===== src/rtl/irqc_pkg.sv =====
package irqc_pkg;
  localparam int GROUP_CNT = 4;
  localparam int WORD_W = 16;
  localparam int GRP_IDX_W = $clog2(GROUP_CNT);
  localparam int EE_PEND_BIT = 14;
  localparam int RAM_PEND_BIT = 13;
  localparam int ST_RAM = 0;
  localparam int ST_EE = 1;
  localparam int ST_INH1 = 2;
  localparam int ST_INH2 = 3;
  localparam int ST_SOFT1 = 4;
  localparam int ST_SOFT2 = 5;
  localparam int STAT_ADDR = 3 * GROUP_CNT;

  typedef enum logic [2:0] {
    RD_NONE, RD_EN, RD_PEND, RD_OE, RD_STAT
  } rdKind_e;

  typedef struct packed {
    logic [GROUP_CNT-1:0] enWr;
    logic [GROUP_CNT-1:0] clrWr;
    logic [GROUP_CNT-1:0] oeWr;
    logic                 statWr;
    rdKind_e              rdKind;
    logic [GRP_IDX_W-1:0] rdGrp;
  } ctrlStrobes_t;
endpackage


===== src/rtl/irqc_ctrl.sv =====
module irqc_ctrl
  import irqc_pkg::*;
#(
  parameter int ADDR_W = 4
) (
  input  logic              clk,
  input  logic              rstN,
  input  logic [ADDR_W-1:0] regAddr,
  input  logic              regWrEn,
  output ctrlStrobes_t      strobes
);
  always_comb begin
    strobes = '0;
    strobes.rdKind = RD_NONE;
    for (int g = 0; g < GROUP_CNT; g++) begin
      if (int'(regAddr) == 3 * g) begin
        strobes.enWr[g] = regWrEn;
        strobes.rdKind = RD_EN;
        strobes.rdGrp = GRP_IDX_W'(g);
      end
      if (int'(regAddr) == 3 * g + 1) begin
        strobes.clrWr[g] = regWrEn;
        strobes.rdKind = RD_PEND;
        strobes.rdGrp = GRP_IDX_W'(g);
      end
      if (int'(regAddr) == 3 * g + 2) begin
        strobes.oeWr[g] = regWrEn;
        strobes.rdKind = RD_OE;
        strobes.rdGrp = GRP_IDX_W'(g);
      end
    end
    if (int'(regAddr) == STAT_ADDR) begin
      strobes.statWr = regWrEn;
      strobes.rdKind = RD_STAT;
    end
  end


  single_write_kind_chk: assert property (@(posedge clk) disable iff (!rstN)
    $onehot0({|strobes.enWr, |strobes.clrWr, |strobes.oeWr, strobes.statWr}));
endmodule


===== src/rtl/irqc_datapath.sv =====
module irqc_datapath
  import irqc_pkg::*;
(
  input  logic                        clk,
  input  logic                        rstN,
  input  ctrlStrobes_t                strobes,
  input  logic [WORD_W-1:0]           wrData,
  input  logic [GROUP_CNT*WORD_W-1:0] evtIn,
  input  logic                        autoInitStrap,
  input  logic                        eeFail,
  input  logic                        ramFail,
  input  logic                        sd1,
  input  logic                        sd2,
  input  logic                        ov1,
  input  logic                        ov2,
  output logic [WORD_W-1:0]           rdData,
  output logic                        irqOut
);
  logic [WORD_W-1:0] enQ   [GROUP_CNT];
  logic [WORD_W-1:0] pendQ [GROUP_CNT];
  logic [WORD_W-1:0] oeQ   [GROUP_CNT];
  logic [WORD_W-1:0] qualEvt [GROUP_CNT];
  logic [WORD_W-1:0] clrMask [GROUP_CNT];
  logic [GROUP_CNT-1:0] grpActive;
  logic strapQ, resetDoneQ, eeFlagQ, ramFlagQ, inh1Q, inh2Q, irqQ;
  logic eeQual, ramQual, soft1, soft2;

  assign eeQual  = eeFail & strapQ;
  assign ramQual = ramFail & strapQ;
  assign soft1   = strobes.statWr & wrData[ST_SOFT1];
  assign soft2   = strobes.statWr & wrData[ST_SOFT2];

  for (genvar g = 0; g < GROUP_CNT; g++) begin : gGrp
    if (g == 0) begin : gHw
      always_comb begin
        qualEvt[g] = evtIn[g*WORD_W +: WORD_W];
        qualEvt[g][EE_PEND_BIT]  = qualEvt[g][EE_PEND_BIT] | eeQual;
        qualEvt[g][RAM_PEND_BIT] = qualEvt[g][RAM_PEND_BIT] | ramQual;
      end
    end else begin : gOther
      assign qualEvt[g] = evtIn[g*WORD_W +: WORD_W];
    end

    assign clrMask[g]   = strobes.clrWr[g] ? wrData : '0;
    assign grpActive[g] = |(pendQ[g] & enQ[g] & oeQ[g]);

    always_ff @(posedge clk or negedge rstN) begin
      if (!rstN) begin
        enQ[g]   <= '0;
        pendQ[g] <= '0;
        oeQ[g]   <= '0;
      end else begin
        pendQ[g] <= (pendQ[g] & ~clrMask[g]) | (qualEvt[g] & enQ[g]);
        if (strobes.enWr[g]) enQ[g] <= wrData;
        if (strobes.oeWr[g]) oeQ[g] <= wrData;
      end
    end


    no_masked_capture_chk: assert property (@(posedge clk) disable iff (!rstN)
      (pendQ[g] & ~$past(pendQ[g]) & ~$past(enQ[g])) == '0);

    clear_takes_effect_chk: assert property (@(posedge clk) disable iff (!rstN)
      (pendQ[g] & $past(clrMask[g] & ~(qualEvt[g] & enQ[g]))) == '0);
  end

  always_ff @(posedge clk or negedge rstN) begin
    if (!rstN) begin
      resetDoneQ <= 1'b0;
      strapQ     <= 1'b0;
      eeFlagQ    <= 1'b0;
      ramFlagQ   <= 1'b0;
      inh1Q      <= 1'b0;
      inh2Q      <= 1'b0;
      irqQ       <= 1'b0;
    end else begin
      resetDoneQ <= 1'b1;
      if (!resetDoneQ) strapQ <= autoInitStrap;
      if (eeQual)  eeFlagQ  <= 1'b1;
      if (ramQual) ramFlagQ <= 1'b1;
      if (ov1 || soft1) inh1Q <= 1'b0;
      else if (sd1)     inh1Q <= 1'b1;
      if (ov2 || soft2) inh2Q <= 1'b0;
      else if (sd2)     inh2Q <= 1'b1;
      irqQ <= |grpActive;
    end
  end

  assign irqOut = irqQ;

  always_comb begin
    rdData = '0;
    unique case (strobes.rdKind)
      RD_EN:   rdData = enQ[strobes.rdGrp];
      RD_PEND: rdData = pendQ[strobes.rdGrp];
      RD_OE:   rdData = oeQ[strobes.rdGrp];
      RD_STAT: begin
        rdData[ST_RAM]  = ramFlagQ;
        rdData[ST_EE]   = eeFlagQ;
        rdData[ST_INH1] = inh1Q;
        rdData[ST_INH2] = inh2Q;
      end
      default: rdData = '0;
    endcase
  end


  irq_follows_active_chk: assert property (@(posedge clk) disable iff (!rstN)
    (|grpActive) |=> irqOut);

  no_fail_without_strap_chk: assert property (@(posedge clk) disable iff (!rstN)
    !strapQ |=> !$rose(eeFlagQ) && !$rose(ramFlagQ));

  inhibit_needs_shutdown_chk: assert property (@(posedge clk) disable iff (!rstN)
    $rose(inh1Q) |-> $past(sd1));
endmodule


===== src/rtl/irq_capture_ctrl.sv =====
module irq_capture_ctrl
  import irqc_pkg::*;
#(
  parameter int ADDR_W = 4
) (
  input  logic                        clk,
  input  logic                        rstN,
  input  logic                        autoInitStrap,
  input  logic [ADDR_W-1:0]           regAddr,
  input  logic                        regWrEn,
  input  logic [WORD_W-1:0]           regWrData,
  output logic [WORD_W-1:0]           regRdData,
  input  logic [GROUP_CNT*WORD_W-1:0] evtIn,
  input  logic                        eepromCsumFail,
  input  logic                        ramVerifyFail,
  input  logic                        rt1ShutdownCmd,
  input  logic                        rt2ShutdownCmd,
  input  logic                        rt1OverrideCmd,
  input  logic                        rt2OverrideCmd,
  output logic                        irqOut
);
  ctrlStrobes_t strobes;

  irqc_ctrl #(.ADDR_W(ADDR_W)) u_ctrl (
    .clk(clk), .rstN(rstN), .regAddr(regAddr), .regWrEn(regWrEn), .strobes(strobes)
  );

  irqc_datapath u_dp (
    .clk(clk), .rstN(rstN), .strobes(strobes), .wrData(regWrData), .evtIn(evtIn),
    .autoInitStrap(autoInitStrap), .eeFail(eepromCsumFail), .ramFail(ramVerifyFail),
    .sd1(rt1ShutdownCmd), .sd2(rt2ShutdownCmd), .ov1(rt1OverrideCmd), .ov2(rt2OverrideCmd),
    .rdData(regRdData), .irqOut(irqOut)
  );
endmodule


===== config.mk =====
export PLATFORM = sky130hd
export DESIGN_NAME = irq_capture_ctrl
export DESIGN_NICKNAME = d
export VERILOG_FILES = /design/src/rtl/irqc_pkg.sv /design/src/rtl/irqc_ctrl.sv /design/src/rtl/irqc_datapath.sv /design/src/rtl/irq_capture_ctrl.sv
export SDC_FILE = /design/constraint.sdc
export NUM_CORES = 1
export LEC_CHECK = 0
export BUFFER_PORTS_ARGS = -buffer_cell sky130_fd_sc_hd__buf_2
export CORE_ASPECT_RATIO = 1.1
export CORE_MARGIN = 5
export CORE_UTILIZATION = 30
export CTS_CLUSTER_DIAMETER = 120
export CTS_CLUSTER_SIZE = 20
export DETAILED_ROUTE_END_ITERATION = 10
export PLACE_DENSITY = 0.47
export SYNTH_ARGS = -nofsm -noshare
export SYNTH_HDL_FRONTEND = slang
export SYNTH_SLANG_ARGS = --single-unit

===== constraint.sdc =====
create_clock -name clk -period 1.43 [get_ports clk]
set_input_delay 0.143 -clock clk [delete_from_list [all_inputs] [get_ports clk]]
set_output_delay 0.143 -clock clk [all_outputs]
set_load 0.005 [all_outputs]

==> metrics.md, run 1 <==
| Metric | Value |
|---|---|
| Max Freq | `473 MHz` |
| FP Rows | `71` |
| Largest net degree at the start of global routing | `53` |
| Cell Area, Synth | `10300 µm²` |
| Ordered cell list for the critical path | `mux2_4 -> a32oi_1 -> a22oi_1 -> a221oi_2 -> o21ai_2 -> buf_2` |
| Final Cycle Share | `148%` |
| Die width | `187 µm` |
| Initial Utilization | `30.3%` |
| Synth unique cells | `57` |
| TritonCTS clock tree | `yes` |
| Power density cells | `1170 nW/µm²` |
| CP bufs+invs | `1` |
| Post-synth EDFFs | `0` |
| Setup CP Type | `reg2out` |
| Reg2reg end | `u_dp.irqOut` |
| Slowest Stage Delay on Critical Path | `0.45 ns` |
| First-pass GRT wire length | `64500 µm` |
| Final hold viol count | `0` |
| Crit Path Max Fanout | `2` |
| Synth-to-Final Area Change | `45.6%` |
| R2R Setup Slk | `-0.17 ns` |
| HPWL Detailed | `31200 µm` |
| CP Capture Type | `output pin` |
| Routed WL per cell | `24.5 µm` |
| Most common cell after layout, fill and taps aside | `buf_4` |
| Total GRT Usage | `22.5%` |
| Worst path required time | `1.29 ns` |
| Final setup margin | `-0.684 ns` |
| Peak supply drop | `0.000860 V` |
| Clock root buffer | `clkbuf_16` |
| Syn_nets | `1010` |
| Drt first pass iters | `5` |
| # setup viols final | `17` |
| Gpl congestion | `0.903` |
| GRT overflow | `0` |
| DRC viols | `0` |
| Clock transition at path regs | `0.07 ns` |
| Final setup TNS | `-7.90 ns` |
| Delay-heaviest family, CP | `compound AO/OA/AOI/OAI gates` |
| Hold WS | `0.0298 ns` |
| Status | `finished with violations` |
| Nets | `1401` |
| Startpoint types | `flop` |
| Final max-slew violation count | `0` |
| Clock latency on the worst-skew pair | `0.45 ns` |
| Clock buffer depth | `2` |
| Hold EP | `u_dp.pendQ[61]` |
| Hold Path Depth | `3` |
| Core box area | `34100 µm²` |
| Failing checks | `negative setup slack` |
| Ports | `111` |
| Sequential area share after synthesis | `48.2%` |
| Min-delay src | `evtIn[13]` |
| Via count | `9584` |
| Initial DRC Count | `728` |
| CP arrival | `1.97 ns` |
| Pre-CTS WS | `-0.594 ns` |
| Post-route ant nets | `0` |
| Via density | `5.46` |
| RSZ-0062 raised after global routing | `true` |
| Most frequent cells in the layout | `buf_4, dfrtp_1, mux2_2` |
| Worst Skew | `0.0155 ns` |
| Die Y | `205 µm` |
| Clock Sinks | `199` |
| Slew headroom | `55.0%` |
| Max stage delay cell, worst path | `dfrtp_2` |
| Full die area | `38300 µm²` |
| H-tree level count | `4` |
| Fraction of registers with async set/reset | `100%` |
| Syn Area/Cell | `11.3 µm²` |
| Worst R2R Start | `u_dp.enQ[34]` |
| Syn Inst Count | `916` |
| IO Port Bufs | `110` |
| Seq cells post-synth | `199` |
| WL final | `43000 µm` |
| Worst-Margin Slew | `0.674 ns` |
| R2r worst-path depth | `5` |
| Fin crit period | `2.11 ns` |
| Ant diodes | `0` |
| Share of cells above drive strength 1 | `47.5%` |
| Initial antenna violation count | `0` |
| Max_cap viols | `0` |
| Ys Warns | `0` |
| Leak | `6.66 nW` |
| CTS Buf Count | `17` |
| Number of global-route vias before repair | `9805` |
| Hold Crit Class | `in2reg` |
| Most used flip-flop cell after synthesis | `dfrtp_1` |
==> tightest hold or removal path, stage by stage <==
cell,delay [ns]
buf_2,0.08
a21o_1,0.08
a22o_1,0.13
==> metrics by stage <==
step                utilization, %  instance area, µm²  std cells  power, mW
floorplan                        -               10300        916       9.55
global placement              38.2               13000       1625       12.1
detailed placement            38.2               13000       1625       12.1
CTS                           43.4               14800       1747       17.5
global route                  44.1               15100       1756       18.5
finish                        44.1               15100       1756       17.7
==> report_power, final <==
group          internal, mW  switching [mW]  leakage [nW]
Combinational          2.88            2.34          4.15
Clock                  2.56            2.28         0.272
Sequential             6.65           0.960          2.23
==> state kept, by name, indices dropped and copies added (netlist names) <==
| register | count |
|---|---|
| u_dp.eeFlagQ | 1 |
| u_dp.enQ | 64 |
| u_dp.inh1Q | 1 |
| u_dp.inh2Q | 1 |
| u_dp.irqOut | 1 |
| u_dp.oeQ | 64 |
| u_dp.pendQ | 64 |
| u_dp.ramFlagQ | 1 |
| u_dp.resetDoneQ | 1 |
| u_dp.strapQ | 1 |
==> cell usage after synthesis, drive strengths merged (3+ instances only) <==
cell type / n / area (µm²)
dfrtp: 199 / 4980
mux2: 134 / 1510
nand2: 82 / 330
a22o: 78 / 683
nand3: 64 / 325
buf: 34 / 265
mux2i: 33 / 330
nor2: 33 / 210
a22oi: 31 / 233
clkbuf: 29 / 109
o22ai: 24 / 150
a21oi: 23 / 115
o21ai: 21 / 109
a221oi: 16 / 140
a31oi: 14 / 87.6
o221ai: 12 / 105
or3: 12 / 75.1
and3: 10 / 62.6
nand4: 10 / 75.1
a21o: 6 / 45.0
nor2b: 6 / 45.0
inv: 5 / 18.8
a311o: 4 / 40.0
nor3: 4 / 20.0
nor4: 4 / 25.0
a221o: 3 / 30.0
and3b: 3 / 26.3
==> cell families (layout without fill, tap and decap cells) <==
| kind of cell | count (synthesis) | in the layout | share of synthesized area [%] |
|---|---|---|---|
| muxes | 167 | 167 | 17.8 |
| buffers and inverters | 68 | 470 | 3.80 |
| DFF | 199 | 199 | 48.2 |
| AOI/OAI and AO/OA | 241 | 241 | 17.6 |
| other | 1 | 1 | 0.0363 |
| and+or+nand+nor | 240 | 240 | 12.6 |
==> per-layer routing <==
metal  track usage, %  wire length (µm)  vias up  part of all wire (%)
li1                 -                 -     4298                     -
met1             30.7             19200     4886                    45
met2             36.7             20300      340                    47
met3             3.14              2270       60                   5.3
met4             7.90              1200        0                   2.8
met5                0                 0        -                     0
==> area by class of cell <==
class                           instances  area [µm²]
Clock buffer                           18         429
Clock inverter                         12         130
Fill cell                            3283       19100
Inverter                                5        22.5
Multi-Input combinational cell        649        5380
Sequential cell                       199        4980
Tap cell                              438         548
Timing Repair Buffer                  435        3570
==> worst max path at each step <==
stage          cells after the start            from  slack [ns]             to
2_1_floorplan                      6      regAddr[2]       -0.07  regRdData[10]
3_3_place_gp                       7      regAddr[2]       -0.57  regRdData[14]
3_5_place_dp                       7      regAddr[2]       -0.59   regRdData[5]
4_1_cts                            6    u_dp.eeFlagQ       -0.70   regRdData[1]
5_1_grt                            6  u_dp.pendQ[33]       -0.76   regRdData[1]
6_report                           6    u_dp.eeFlagQ       -0.68   regRdData[1]
==> repair_timing <==
action	4_1_cts	5_1_grt
cloned	1	0
pin swaps	31	25
setup buffers	21	10
resized for setup	79	41
setup endpoints to repair	34	77
hold endpoints to repair	241	0
hold buffers	70	0
(Power assumes the default switching activity.)
==> run 2: changes to the inputs <==
--- a/config.mk
+++ b/config.mk
@@ -8,11 +8,11 @@
 export BUFFER_PORTS_ARGS = -buffer_cell sky130_fd_sc_hd__buf_2
 export CORE_ASPECT_RATIO = 1.1
 export CORE_MARGIN = 5
-export CORE_UTILIZATION = 30
+export CORE_UTILIZATION = 45
 export CTS_CLUSTER_DIAMETER = 120
 export CTS_CLUSTER_SIZE = 20
 export DETAILED_ROUTE_END_ITERATION = 10
-export PLACE_DENSITY = 0.47
+export PLACE_DENSITY = 0.65
 export SYNTH_ARGS = -nofsm -noshare
 export SYNTH_HDL_FRONTEND = slang
 export SYNTH_SLANG_ARGS = --single-unit
==> run 2 against run 1 <==
Compared with the run above:
- total power decreased by 1.2%
- sequential share of layout area increased by 0.59 points
- combinational power decreased by 4.8%
- critical endpoint unchanged
- critical path depth unchanged
- the run still ends with negative setup slack left
- flip-flop and latch count unchanged
- via count increased by 2.2%
==> metrics.md, run 2 (synthesized netlist as in run 1, its figures left out) <==
| Metric | Value |
|---|---|
| Clock Sinks | `199 (unchanged)` |
| Fillers | `1749 (-47%)` |
| Max Freq | `492 MHz (+4.0%)` |
| Clock Power Share | `27.6% (+0.2 points)` |
| Final hold viol count | `0 (unchanged)` |
| CP arrival | `1.89 ns (-0.08 ns)` |
| Hold EP | `u_dp.pendQ[61]` |
| Largest net degree at the start of global routing | `56 (+5.7%)` |
| Reg2reg end | `u_dp.irqOut` |
| Final max-slew violation count | `0 (unchanged)` |
| Initial DRC Count | `1080 (+48%)` |
| Failing checks | `negative setup slack` |
| Via count | `9793 (+2.2%)` |
| Drt first pass iters | `5 (unchanged)` |
| First-pass GRT wire length | `59300 µm (-8.0%)` |
| Clock transition at path regs | `0.08 ns (about the same)` |
| Slowest Stage Delay on Critical Path | `0.43 ns (-0.02 ns)` |
| Inst Count DP | `1470 (-9.5%)` |
| Ports | `111 (unchanged)` |
| # setup viols final | `17 (unchanged)` |
| Min-delay src | `evtIn[13]` |
| Post-route ant nets | `0 (unchanged)` |
| Die Y | `169 µm (-17%)` |
| CP bufs+invs | `1 (unchanged)` |
| Worst path required time | `1.29 ns (about the same)` |
| CTS Buf Count | `17 (unchanged)` |
| GRT overflow | `0 (unchanged)` |
| Initial Utilization | `45.4% (+15 points)` |
| Largest regs | `u_dp.enQ (64), u_dp.oeQ (64), u_dp.pendQ (64)` |
| Final setup TNS | `-7.62 ns (+0.275 ns)` |
| Clock latency on the worst-skew pair | `0.44 ns (about the same)` |
| Fin crit period | `2.03 ns (-0.0819 ns)` |
| Switching power share of the total | `31.7% (+0.13 points)` |
| Leak | `6.59 nW (-0.96%)` |
| Max stage delay cell, worst path | `dfrtp_1` |
| Most frequent cells in the layout | `dfrtp_1, buf_4, mux2_2` |
| Status | `finished with violations` |
| P_sw | `5.53 mW (-0.83%)` |
| Power density cells | `1180 nW/µm² (+0.54%)` |
| Ordered cell list for the critical path | `mux2_4 -> a32oi_2 -> a22oi_2 -> a221oi_2 -> o21ai_2 -> buf_2` |
| IO Port Bufs | `110 (unchanged)` |
| R2r worst-path depth | `6 (+1)` |
| Full die area | `26100 µm² (-32%)` |
| Seq pwr share | `43.9% (+0.8 points)` |
| Placed Area | `12800 µm² (-1.9%)` |
| Hold WS | `0.0105 ns (-0.0193 ns)` |
| Worst Skew | `0.00616 ns (-0.00932 ns)` |
| Synth-to-Final Area Change | `43.1%` |
| Routed WL per cell | `24.8 µm (+1.3%)` |
| Via density | `6.13 (+12%)` |
| Utilization after layout | `64.9% (+21 points)` |
| Pre-CTS WS | `-0.578 ns (+0.0161 ns)` |
| Most common cell after layout, fill and taps aside | `dfrtp_1` |
| H-tree level count | `4 (unchanged)` |
| DRC viols | `0 (unchanged)` |
| Final setup margin | `-0.602 ns (+0.0819 ns)` |
| Clock buffer depth | `2 (unchanged)` |
| Worst R2R Start | `u_dp.oeQ[15]` |
| Post-Layout Cell Count | `1598 (-9.0%)` |
| Hold Crit Class | `in2reg` |
| Setup CP Type | `reg2out` |
| Share of cells above drive strength 1 | `46.6% (-0.89 points)` |
| Worst-Margin Slew | `0.559 ns (-0.115 ns)` |
| FP Rows | `58 (-18%)` |
| Nets | `1379 (-1.6%)` |
| Slew headroom | `62.6% (+7.6 points)` |
| Logic gate share of total power | `28.5% (-1.1 points)` |
| TritonCTS clock tree | `yes` |
| Number of global-route vias before repair | `9895 (+0.92%)` |
| Delay-heaviest family, CP | `compound AO/OA/AOI/OAI gates` |
| R2R Setup Slk | `-0.18 ns (about the same)` |
| Fin area | `14800 µm² (-1.8%)` |
| Pint | `11.9 mW (-1.4%)` |
| Peak supply drop | `0.000613 V (-29%)` |
| Initial antenna violation count | `0 (unchanged)` |
| Crit Path Max Fanout | `2 (unchanged)` |
| Hold Path Depth | `3 (unchanged)` |
| Core box area | `22800 µm² (-33%)` |
| Die width | `155 µm (-17%)` |
| Startpoint types | `flop` |
| Gpl congestion | `0.984 (+8.9%)` |
| WL final | `39600 µm (-7.8%)` |
| Clock root buffer | `clkbuf_16` |
| CP Capture Type | `output pin` |
| Total GRT Usage | `30.0% (+7.5 points)` |
| Ant diodes | `0 (unchanged)` |
| Final Cycle Share | `142% (-5.7 points)` |
| Max_cap viols | `0 (unchanged)` |
| Final Power | `17.5 mW (-1.2%)` |
| RSZ-0062 raised after global routing | `true` |
| HPWL Detailed | `28100 µm (-9.9%)` |
==> run 2: cell count changes in the layout (fill, tap and decap cells not counted), moves of 4 or more <==
cell / before / now
buf_12: 23 / 27
buf_4: 213 / 196
buf_6: 23 / 10
nand3_1: 54 / 58
==> run 2: final cells by class <==
type | count | area (µm²) | area share [%]
flip-flops and latches | 199 | 4980 | 33.7
multi-input cells | 649 | 5400 | 36.5
well taps | 300 | 375 | 2.54
clock buffers | 19 | 453 | 3.06
inverters | 5 | 18.8 | 0.127
repair buffers | 413 | 3430 | 23.2
clock inverters | 13 | 135 | 0.913
==> run 2: how the worst max path moves through the flow <==
stage                     cells after the start  slack [ns]             to    startpoint
final                                         6       -0.60   regRdData[1]  u_dp.eeFlagQ
after global routing                          6       -0.67   regRdData[1]  u_dp.eeFlagQ
after CTS                                     6       -0.69   regRdData[1]  u_dp.eeFlagQ
after detailed placement                      7       -0.58   regRdData[4]    regAddr[0]
after global placement                        8       -0.53  regRdData[14]    regAddr[2]
after floorplan                               6       -0.07  regRdData[10]    regAddr[2]
==> run 2: what timing repair did <==
item / in CTS / in global routing
gates resized for setup: 63 / 47
gates cloned: 1 / 0
hold buffers: 70 / 0
pin swaps: 30 / 13
setup buffers: 19 / 6
endpoints found under the setup margin: 17 / 24
endpoints found under the hold margin: 266 / 0
==> run 2: power by group through the flow <==
stage / combinational (mW) / sequential, mW / clock [mW]
floorplan: 2.12 / 7.43 / 0
global placement: 4.15 / 7.63 / 0
detailed placement: 4.24 / 7.65 / 0
CTS: 4.73 / 7.58 / 4.87
global route: 5.28 / 7.76 / 5.11
finish: 4.97 / 7.67 / 4.82
==> run 2: worst reg2reg max path: cells and delay by family (launching register included) <==
kind                   cells  cell delay, ns
DFF                        1            0.40
buffers and inverters      2            0.27
and+or+nand+nor            4            0.76
==> run 2: metal layers <==
| layer | track usage (%) | vias up | wire (µm) |
|---|---|---|---|
| met2 | 47.9 | 533 | 18200 |
| met1 | 39.1 | 4857 | 15800 |
| met3 | 6.03 | 157 | 3340 |
| li1 | - | 4246 | - |
| met5 | 0 | - | 0 |
| met4 | 14.4 | 0 | 2260 |
